**src/rtl/lk_pkg.sv**
```systemverilog
package lk_pkg;

    parameter int ADDR_W = 12;
    parameter int DATA_W = 8;

    localparam logic [ADDR_W-1:0] LK_ADDR_A = ADDR_W'(12'h555);
    localparam logic [ADDR_W-1:0] LK_ADDR_B = ADDR_W'(12'h2AA);
    localparam logic [DATA_W-1:0] LK_KEY_1  = 8'hAA;
    localparam logic [DATA_W-1:0] LK_KEY_2  = 8'h55;
    localparam logic [DATA_W-1:0] LK_KEY_3  = 8'h40;
    localparam logic [DATA_W-1:0] LK_CMD_PGM  = 8'hA0;
    localparam logic [DATA_W-1:0] LK_CMD_EXIT = 8'h90;

    typedef enum logic [2:0] {
        LK_NORMAL,
        LK_MODE,
        LK_PGM_DATA,
        LK_PROG,
        LK_HANG
    } lk_state_e;

    typedef struct packed {
        logic pw_lock;
        logic pers_lock;
        logic sec_prot;
    } lk_lock_t;

    function automatic logic lk_dual_lock(input lk_lock_t v);
        return v.pw_lock && v.pers_lock;
    endfunction

    function automatic lk_lock_t lk_from_data(input logic [DATA_W-1:0] d);
        return lk_lock_t'(d[2:0]);
    endfunction

endpackage

```
**src/rtl/lk_unlock_seq.sv**
```systemverilog
module lk_unlock_seq
    import lk_pkg::*;
(
    input  logic              clk,
    input  logic              clear,
    input  logic              arm,
    input  logic              wr,
    input  logic [ADDR_W-1:0] addr,
    input  logic [DATA_W-1:0] data,
    output logic              seq_done
);
    logic [1:0] step_q;
    logic       hit_first, hit_second, hit_third;

    always_comb begin
        hit_first  = (addr == LK_ADDR_A) && (data == LK_KEY_1);
        hit_second = (addr == LK_ADDR_B) && (data == LK_KEY_2);
        hit_third  = (addr == LK_ADDR_A) && (data == LK_KEY_3);
        seq_done   = arm && wr && (step_q == 2'd2) && hit_third;
    end

    always_ff @(posedge clk) begin
        if (clear || !arm) begin
            step_q <= 2'd0;
        end else if (wr) begin
            if (seq_done)
                step_q <= 2'd0;
            else if (step_q == 2'd1 && hit_second)
                step_q <= 2'd2;
            else if (hit_first)
                step_q <= 2'd1;
            else
                step_q <= 2'd0;
        end
    end

endmodule

```
**src/rtl/lk_otp_bits.sv**
```systemverilog
module lk_otp_bits
    import lk_pkg::*;
(
    input  logic     clk,
    input  logic     por,
    input  logic     set_en,
    input  lk_lock_t set_val,
    output lk_lock_t bits
);
    logic past_ok;

    always_ff @(posedge clk) begin
        if (por) begin
            bits    <= '0;
            past_ok <= 1'b0;
        end else begin
            past_ok <= 1'b1;
            if (set_en)
                bits <= bits | set_val;
        end
    end

    // a set bit never returns to zero outside power-on reset
    p_bits_monotonic_r5: assert property (@(posedge clk) disable iff (por)
        past_ok |-> ((bits & $past(bits)) == $past(bits)));

endmodule

```
**src/rtl/lk_read_delay.sv**
```systemverilog
module lk_read_delay
    import lk_pkg::*;
#(
    parameter int READ_LAT = 3
) (
    input  logic     clk,
    input  logic     clr,
    input  logic     start,
    input  lk_lock_t bits,
    output logic     pend,
    output logic     rvalid,
    output lk_lock_t rbits
);
    localparam int CW = (READ_LAT < 2) ? 1 : $clog2(READ_LAT);

    logic [CW-1:0] cnt_q;

    always_ff @(posedge clk) begin
        if (clr) begin
            pend   <= 1'b0;
            rvalid <= 1'b0;
            cnt_q  <= '0;
            rbits  <= '0;
        end else begin
            rvalid <= 1'b0;
            if (pend) begin
                if (cnt_q == '0) begin
                    pend   <= 1'b0;
                    rvalid <= 1'b1;
                    rbits  <= bits;
                end else begin
                    cnt_q <= cnt_q - 1'b1;
                end
            end else if (start) begin
                pend  <= 1'b1;
                cnt_q <= CW'(READ_LAT - 1);
            end
        end
    end

    // the valid marker is a single-cycle pulse
    p_rvalid_pulse_r8: assert property (@(posedge clk) disable iff (clr)
        rvalid |=> !rvalid);

endmodule

```
**src/rtl/lk_lockreg_cmd.sv**
```systemverilog
module lk_lockreg_cmd
    import lk_pkg::*;
#(
    parameter int PROG_CYCLES = 6,
    parameter int READ_LAT    = 3
) (
    input  logic              clk,
    input  logic              por,
    input  logic              rst_hw,
    input  logic              wr_en,
    input  logic              rd_en,
    input  logic [ADDR_W-1:0] addr,
    input  logic [DATA_W-1:0] wdata,
    output logic [DATA_W-1:0] rdata,
    output logic              rdata_valid,
    output logic              array_en,
    output logic              busy,
    output logic              abort,
    output logic              hang
);
    localparam int PW = (PROG_CYCLES < 2) ? 1 : $clog2(PROG_CYCLES);

    lk_state_e     state_q;
    logic [PW-1:0] pcnt_q;
    lk_lock_t      pend_q;
    logic          abort_q;
    logic          seq_done;
    logic          set_en;
    lk_lock_t      bits;
    lk_lock_t      rbits;
    logic          rd_pend;
    logic          rd_start;
    logic          rd_clr;
    logic          any_rst;
    lk_lock_t      wr_lock;

    always_comb begin
        any_rst  = por || rst_hw;
        wr_lock  = lk_from_data(wdata);
        set_en   = (state_q == LK_PROG) && (pcnt_q == '0);
        rd_start = (state_q == LK_MODE) && rd_en && !wr_en;
        rd_clr   = any_rst || ((state_q == LK_MODE) && wr_en && (wdata != LK_CMD_PGM));
        array_en = (state_q == LK_NORMAL);
        busy     = (state_q == LK_PROG);
        hang     = (state_q == LK_HANG);
        abort    = abort_q;
        rdata    = {{(DATA_W-3){1'b0}}, rbits};
    end

    lk_unlock_seq u_seq (
        .clk      (clk),
        .clear    (any_rst),
        .arm      (state_q == LK_NORMAL),
        .wr       (wr_en),
        .addr     (addr),
        .data     (wdata),
        .seq_done (seq_done)
    );

    lk_otp_bits u_otp (
        .clk     (clk),
        .por     (por),
        .set_en  (set_en),
        .set_val (pend_q),
        .bits    (bits)
    );

    lk_read_delay #(.READ_LAT(READ_LAT)) u_rd (
        .clk    (clk),
        .clr    (rd_clr),
        .start  (rd_start),
        .bits   (bits),
        .pend   (rd_pend),
        .rvalid (rdata_valid),
        .rbits  (rbits)
    );

    always_ff @(posedge clk) begin
        if (any_rst) begin
            state_q <= LK_NORMAL;
            pcnt_q  <= '0;
            pend_q  <= '0;
            abort_q <= 1'b0;
        end else begin
            unique case (state_q)
                LK_NORMAL: begin
                    if (seq_done) begin
                        state_q <= LK_MODE;
                        abort_q <= 1'b0;
                    end
                end
                LK_MODE: begin
                    if (wr_en) begin
                        if (wdata == LK_CMD_PGM) begin
                            state_q <= LK_PGM_DATA;
                            abort_q <= 1'b0;
                        end else if (wdata == LK_CMD_EXIT) begin
                            state_q <= LK_NORMAL;
                            abort_q <= 1'b0;
                        end else begin
                            state_q <= LK_HANG;
                        end
                    end
                end
                LK_PGM_DATA: begin
                    if (wr_en) begin
                        if (lk_dual_lock(wr_lock)) begin
                            abort_q <= 1'b1;
                            state_q <= LK_MODE;
                        end else begin
                            pend_q  <= wr_lock;
                            pcnt_q  <= PW'(PROG_CYCLES - 1);
                            state_q <= LK_PROG;
                        end
                    end
                end
                LK_PROG: begin
                    if (pcnt_q == '0)
                        state_q <= LK_MODE;
                    else
                        pcnt_q <= pcnt_q - 1'b1;
                end
                LK_HANG: state_q <= LK_HANG;
                default: state_q <= LK_NORMAL;
            endcase
        end
    end

    // a completed unlock sequence closes the main array next cycle
    p_entry_gates_r1: assert property (@(posedge clk) disable iff (any_rst)
        ((state_q == LK_NORMAL) && seq_done) |=> !array_en);

    // both mode locks in one request abort without programming
    p_dual_abort_r6: assert property (@(posedge clk) disable iff (any_rst)
        ((state_q == LK_PGM_DATA) && wr_en && wdata[1] && wdata[2]) |=> (abort && !busy));

    // the hang persists and keeps the array closed
    p_hang_sticky_r10: assert property (@(posedge clk) disable iff (any_rst)
        hang |=> (hang && !array_en));

    // programming never coincides with array access
    p_busy_gates_r2: assert property (@(posedge clk) disable iff (any_rst)
        busy |-> !array_en);

    // a pending read is not started while programming
    p_no_read_in_prog_r12: assert property (@(posedge clk) disable iff (any_rst)
        (busy && !rd_pend) |=> !rd_pend);

endmodule

```
**config.mk**
```make
export PLATFORM = sky130hd
export DESIGN_NAME = lk_lockreg_cmd
export DESIGN_NICKNAME = d
export VERILOG_FILES = /design/src/rtl/lk_pkg.sv /design/src/rtl/lk_unlock_seq.sv /design/src/rtl/lk_otp_bits.sv /design/src/rtl/lk_read_delay.sv /design/src/rtl/lk_lockreg_cmd.sv
export SDC_FILE = /design/constraint.sdc
export NUM_CORES = 1
export LEC_CHECK = 0
export ABC_AREA = 1
export BUFFER_PORTS_ARGS = -buffer_cell sky130_fd_sc_hd__clkbuf_2
export CELL_PAD_IN_SITES_DETAIL_PLACEMENT = 0
export CELL_PAD_IN_SITES_GLOBAL_PLACEMENT = 1
export CORE_ASPECT_RATIO = 2
export CORE_MARGIN = 8
export CORE_UTILIZATION = 34
export CTS_CLUSTER_DIAMETER = 150
export CTS_CLUSTER_SIZE = 20
export DETAILED_ROUTE_END_ITERATION = 7
export PLACE_DENSITY_LB_ADDON = 0.15
export SLEW_MARGIN = 10
export SYNTH_ARGS = -nofsm -noshare
export SYNTH_HDL_FRONTEND = slang
export SYNTH_SLANG_ARGS = --single-unit
export TNS_END_PERCENT = 5
```
**constraint.sdc**
```tcl
create_clock -name clk -period 1.8 [get_ports clk]
set_clock_uncertainty 0.1 [all_clocks]
set_input_delay 0.09 -clock clk [delete_from_list [all_inputs] [get_ports clk]]
set_output_delay 0.09 -clock clk [all_outputs]
set_load 0.05 [all_outputs]
```
==> flow_metrics.tcl, run 1 <==
set metrics [dict create \
    status "complete, no violations" \
    drt-initial-drc-count 29 \
    max-vdd-ir-drop_mv 0.352 \
    fmax_mhz 634 \
    hold_path_class "in2reg" \
    seqPwrFrac_pct 46.2 \
    yosysUniqueCellTypes 25 \
    max-cap-violations 0 \
    viasPerCell 4.63 \
    clk_pin_slew_worst_paths_ps 80 \
    clockBufferDepth 2 \
    cts_setup_buffers 0 \
    rr_endpoint "state_q[0]" \
    syn-cell-area_mm2 0.00127 \
    syn_to_final_growth_pct 22.9 \
    combPwrFrac_pct 9.6 \
    postLayoutCellArea_mm2 0.00156 \
    io_buffers 32 \
    yosysTopAreaCell "dfxtp_1" \
    grt_pass1_wl_um 5660 \
    drv_slew 0 \
    p_int_uw 818 \
    cp_data_arrival_time_ps 1390 \
    min_period_ps 1580 \
    ys_seq_area_share_pct 34.6 \
    start_kind "flop" \
    synth_cells 194 \
    fin_crit_sh_pct 87.6 \
    synth_warnings 0 \
    cp-end-kind "output port" \
    hold_viol 0 \
    grt_use_total_pct 11.8 \
    rrSetupSlack_ps 240 \
    firstDrtPassIters 3 \
    cp-startpoint "state_q[1]" \
    critPathMaxFanout 8 \
    final_net_count 260 \
    ys_ff_latch 22 \
    finalSetupTns_ps 0 \
    routabilityCongestion 0.761 \
    worstReg2RegStart "state_q[1]" \
    die_w_um 59.2 \
    cp.required_ps 1610 \
    grt-ovfl-total 0 \
    routedWlPerCell_um 11.7 \
    clock_latency_ps 270 \
    yosysTopAreaCellShare_pct 34.6 \
    grt_max_degree 14 \
    endpoint "busy" \
    rsz0062_at_grt "no" \
    antenna_found_initial 0 \
    final_cell_mix "42 x nand2_1, 36 x inv_1, 32 x clkbuf_2, 27 x nor2_1, 22 x dfxtp_1" \
    drcViolationCount 0 \
    final_layout_size_suffix_gt1_share_pct 20.3 \
    cts_made_buffers 3 \
    cts_tree "done" \
    n_antenna_cell 0 \
    power_leakage_nw 0.731 \
    final_common_cell "nand2_1" \
    avgSynthCellArea_um2 6.55 \
    htree_levels 1 \
    rows 31 \
    critPathKind "reg2out" \
    cts_root_buf "clkbuf_8" \
    cts.sinks 22 \
    vias 1295 \
    die_area_mm2 0.00607 \
    post_dp_cell_area_mm2 0.00147 \
    ant_nets 0 \
    die_h_um 102 \
    first_global_vias 1339 \
    synthTopCellsByArea "dfxtp_1 35%, nand2_1 12%, inv_1 11%" \
    clkPwrFrac_pct 44.1 \
    initial_core_util_pct 35.2 \
    switchingPower_uw 236 \
    setup_violations 0 \
    fp.coreArea_mm2 0.00361 \
    num_io_pins 38 \
    p_sw_share_pct 22.4 \
    hpwl_um 2860 \
    rr_worst_depth 7 \
    wl_um 3270 \
    p_per_area_mw_per_mm2 675 \
]
## how the worst min path moves through the flow
stage,start,slack (ps),endpoint,depth (start not counted)
2_1_floorplan,por,60,u_otp.bits[0],1
3_3_place_gp,por,190,u_otp.bits[1],2
3_5_place_dp,por,200,u_otp.bits[0],2
4_1_cts,wdata[2],20,pend_q[2],3
5_1_grt,wdata[2],40,pend_q[2],3
6_report,wdata[0],30,pend_q[0],3
## critical path: stages (launching register included)
cell	delay (ps)
dfxtp_1	540
nand3_1	210
inv_1	100
clkbuf_2	280
## stage by stage
stage	power (mW)	worst slack (ps)	std cells	hold WS (ps)	util (%)
floorplan	0.561	111	198	59.1	-
global route	1.10	65.1	280	41.0	43.3
global placement	0.596	278	274	195	40.8
detailed placement	0.597	260	274	203	40.8
CTS	1.06	221	280	19.5	43.3
finish	1.05	223	280	27.1	43.3
## power by group through the flow
stage | Sequential (mW) | Combinational (mW) | Clock (mW)
2_1_floorplan | 0.499 | 0.0621 | 0
3_3_place_gp | 0.499 | 0.0969 | 0
3_5_place_dp | 0.499 | 0.0984 | 0
4_1_cts | 0.488 | 0.102 | 0.470
5_1_grt | 0.488 | 0.114 | 0.495
6_report | 0.488 | 0.101 | 0.465
## cells by family (layout without fill, tap and decap cells)
family          after synthesis  count (layout)  synth area share [%]
buf+inv                      42              75                  14.5
other cells                   1               5                 0.295
fa+ha+maj                     3               3                  2.95
xor+xnor                      1               1                 0.689
flops                        22              22                  34.6
simple gates                 93              93                  32.1
compound gates               32              32                  14.9
## Yosys cell counts (all sizes together)
| cell type | count |
|---|---|
| nand2 | 44 |
| inv | 36 |
| nor2 | 28 |
| dfxtp | 22 |
| a21oi | 19 |
| nand3 | 11 |
| o21ai | 7 |
| buf | 6 |
| nor4 | 4 |
| a211oi | 3 |
| ha | 3 |
| nor3 | 3 |
| nand4 | 2 |
| o211ai | 2 |
| and2 | 1 |
| conb | 1 |
| o22ai | 1 |
| xor2 | 1 |
## registers in the layout, summed over array words and instances, names as in the netlist, 2 cells and up
register,flops
u_otp.bits,3
pend_q,3
state_q,3
u_rd.cnt_q,2
pcnt_q,3
u_rd.rbits,3
u_seq.step_q,2
## layout make-up
| type | count | area (µm²) |
|---|---|---|
| clock inverters | 1 | 30.0 |
| inverters | 36 | 135 |
| flip-flops and latches | 22 | 440 |
| repair buffers | 35 | 188 |
| well taps | 49 | 61.3 |
| multi-input cells | 134 | 667 |
| fillers | 423 | 2040 |
| clock buffers | 3 | 41.3 |
## per-layer routing
| metal | wire length (µm) | track usage, % | vias to the layer above |
|---|---|---|---|
| li1 | - | - | 677 |
| met1 | 1210 | 11.2 | 582 |
| met2 | 1840 | 22.8 | 31 |
| met3 | 170 | 2.52 | 5 |
| met4 | 48 | 4.45 | 0 |
| met5 | 0 | 0 | - |
## repair_timing
item	in CTS	in global routing
hold buffers	2	0
endpoints found under the hold margin	4	0
gates resized for setup	0	0
(Power assumes the default switching activity.)
==> run 2: changes to the inputs <==
--- a/config.mk
+++ b/config.mk
@@ -15,6 +15,7 @@
 export CTS_CLUSTER_DIAMETER = 150
 export CTS_CLUSTER_SIZE = 20
 export DETAILED_ROUTE_END_ITERATION = 7
+export MAX_ROUTING_LAYER = met4
 export PLACE_DENSITY_LB_ADDON = 0.15
 export SLEW_MARGIN = 10
 export SYNTH_ARGS = -nofsm -noshare
==> run 2 against run 1 <==
Effect of this change:
- combinational power hardly changed
- register-to-register slack hardly changed
- wire length hardly changed
- sequential power hardly changed
- critical path depth stayed put
- global-route usage is 0.32 points higher
- largest power group unchanged
- sequential share of layout area stayed put
- maximum frequency stayed put
==> flow_metrics.tcl, run 2 (synthesized netlist as in run 1, its figures left out) <==
set metrics [dict create \
    vias 1295 \
    clk_pin_slew_worst_paths_ps 80 \
    cp.required_ps 1610 \
    power_leakage_nw 0.731 \
    hold_viol 0 \
    timing.hold.ws_ps 27.1 \
    syn_to_final_growth_pct 22.9 \
    cts_setup_buffers 0 \
    post_dp_cell_area_mm2 0.00147 \
    io_buffers 32 \
    cp_data_arrival_time_ps 1390 \
    hold_path_depth 3 \
    final_common_cell "nand2_1" \
    rows 31 \
    final_layout_size_suffix_gt1_share_pct 20.3 \
    first_global_vias 1339 \
    num_io_pins 38 \
    cts_tree "done" \
    fmax_mhz 634 \
    finish.utilization_pct 43.3 \
    instances_no_fill 280 \
    drv_slew 0 \
    cts_resized 0 \
    max-vdd-ir-drop_mv 0.352 \
    clock_latency_ps 270 \
    initial_core_util_pct 35.2 \
    viasPerCell 4.63 \
    rr_worst_depth 7 \
    die_h_um 102 \
    clockBufferDepth 2 \
    hold_buffers 2 \
    cts.sinks 22 \
    firstDrtPassIters 3 \
    cts_made_buffers 3 \
    routedWlPerCell_um 11.7 \
    n_antenna_cell 0 \
    drcViolationCount 0 \
    dpl.cell_count 274 \
    max-cap-violations 0 \
    fin_crit_sh_pct 87.6 \
    critPathMaxFanout 8 \
    grt_max_degree 14 \
    setup_violations 0 \
    fp.coreArea_mm2 0.00361 \
    rsz0062_at_grt "no" \
    antenna_found_initial 0 \
    cp-end-kind "output port" \
    finalSetupTns_ps 0 \
    final_net_count 260 \
    n_fill_cell 423 \
    grt-ovfl-total 0 \
    cts_root_buf "clkbuf_8" \
    min_period_ps 1580 \
    status "complete, no violations" \
    die_area_mm2 0.00607 \
    final_cell_mix "42 x nand2_1, 36 x inv_1, 32 x clkbuf_2, 27 x nor2_1, 22 x dfxtp_1" \
    drt-initial-drc-count 29 \
    die_w_um 59.2 \
    routabilityCongestion 0.770 \
    grt_use_total_pct 12.1 \
    ant_nets 0 \
    p_per_area_mw_per_mm2 675 \
    critPathKind "reg2out" \
    hold_path_class "in2reg" \
    hpwl_um 2860 \
    htree_levels 1 \
    grt_pass1_wl_um 5660 \
    wl_um 3270 \
    postLayoutCellArea_mm2 0.00156 \
    start_kind "flop" \
]
run 2: cell counts in the layout (fill, tap and decap cells not counted):
No cell type changed its count.
run 2: layout make-up:
class                           instances  area [µm²]  area share, %
Tap cell                               49        61.3           3.92
Inverter                               36         135           8.65
Sequential cell                        22         440           28.2
Timing Repair Buffer                   35         188           12.0
Clock inverter                          1        30.0           1.92
Multi-Input combinational cell        134         667           42.7
Clock buffer                            3        41.3           2.64
run 2: final timing paths:
check                     start            end  slack, ps
setup / recovery     state_q[1]           busy        220
hold / removal         wdata[0]      pend_q[0]         30
setup reg to reg     state_q[1]     state_q[0]        240
hold reg to reg   u_otp.bits[0]  u_otp.bits[0]        360
run 2: worst max-delay path, stage by stage (launching register included):
cell	delay [ps]
dfxtp_1	540
nand3_1	210
inv_1	100
clkbuf_2	280
run 2: power by group:
part / switching [mW] / total (mW) / internal [mW]
Sequential: 0.000762 / 0.488 / 0.487
Combinational: 0.0671 / 0.101 / 0.0343
Clock: 0.168 / 0.465 / 0.297
Total: 0.236 / 1.05 / 0.818
run 2: through the flow:
| step | setup WS [ps] | power (mW) |
|---|---|---|
| floorplan | 111 | 0.561 |
| global placement | 278 | 0.596 |
| detailed placement | 260 | 0.597 |
| CTS | 221 | 1.06 |
| global route | 65.1 | 1.10 |
| finish | 223 | 1.05 |
run 2: routing by layer:
layer	part of all wire (%)	GRT usage (%)	up-vias
li1	-	-	677
met1	38	11.6	582
met2	56	22.8	31
met3	4.1	1.89	5
met4	1.5	4.45	0
met5	0	-	-
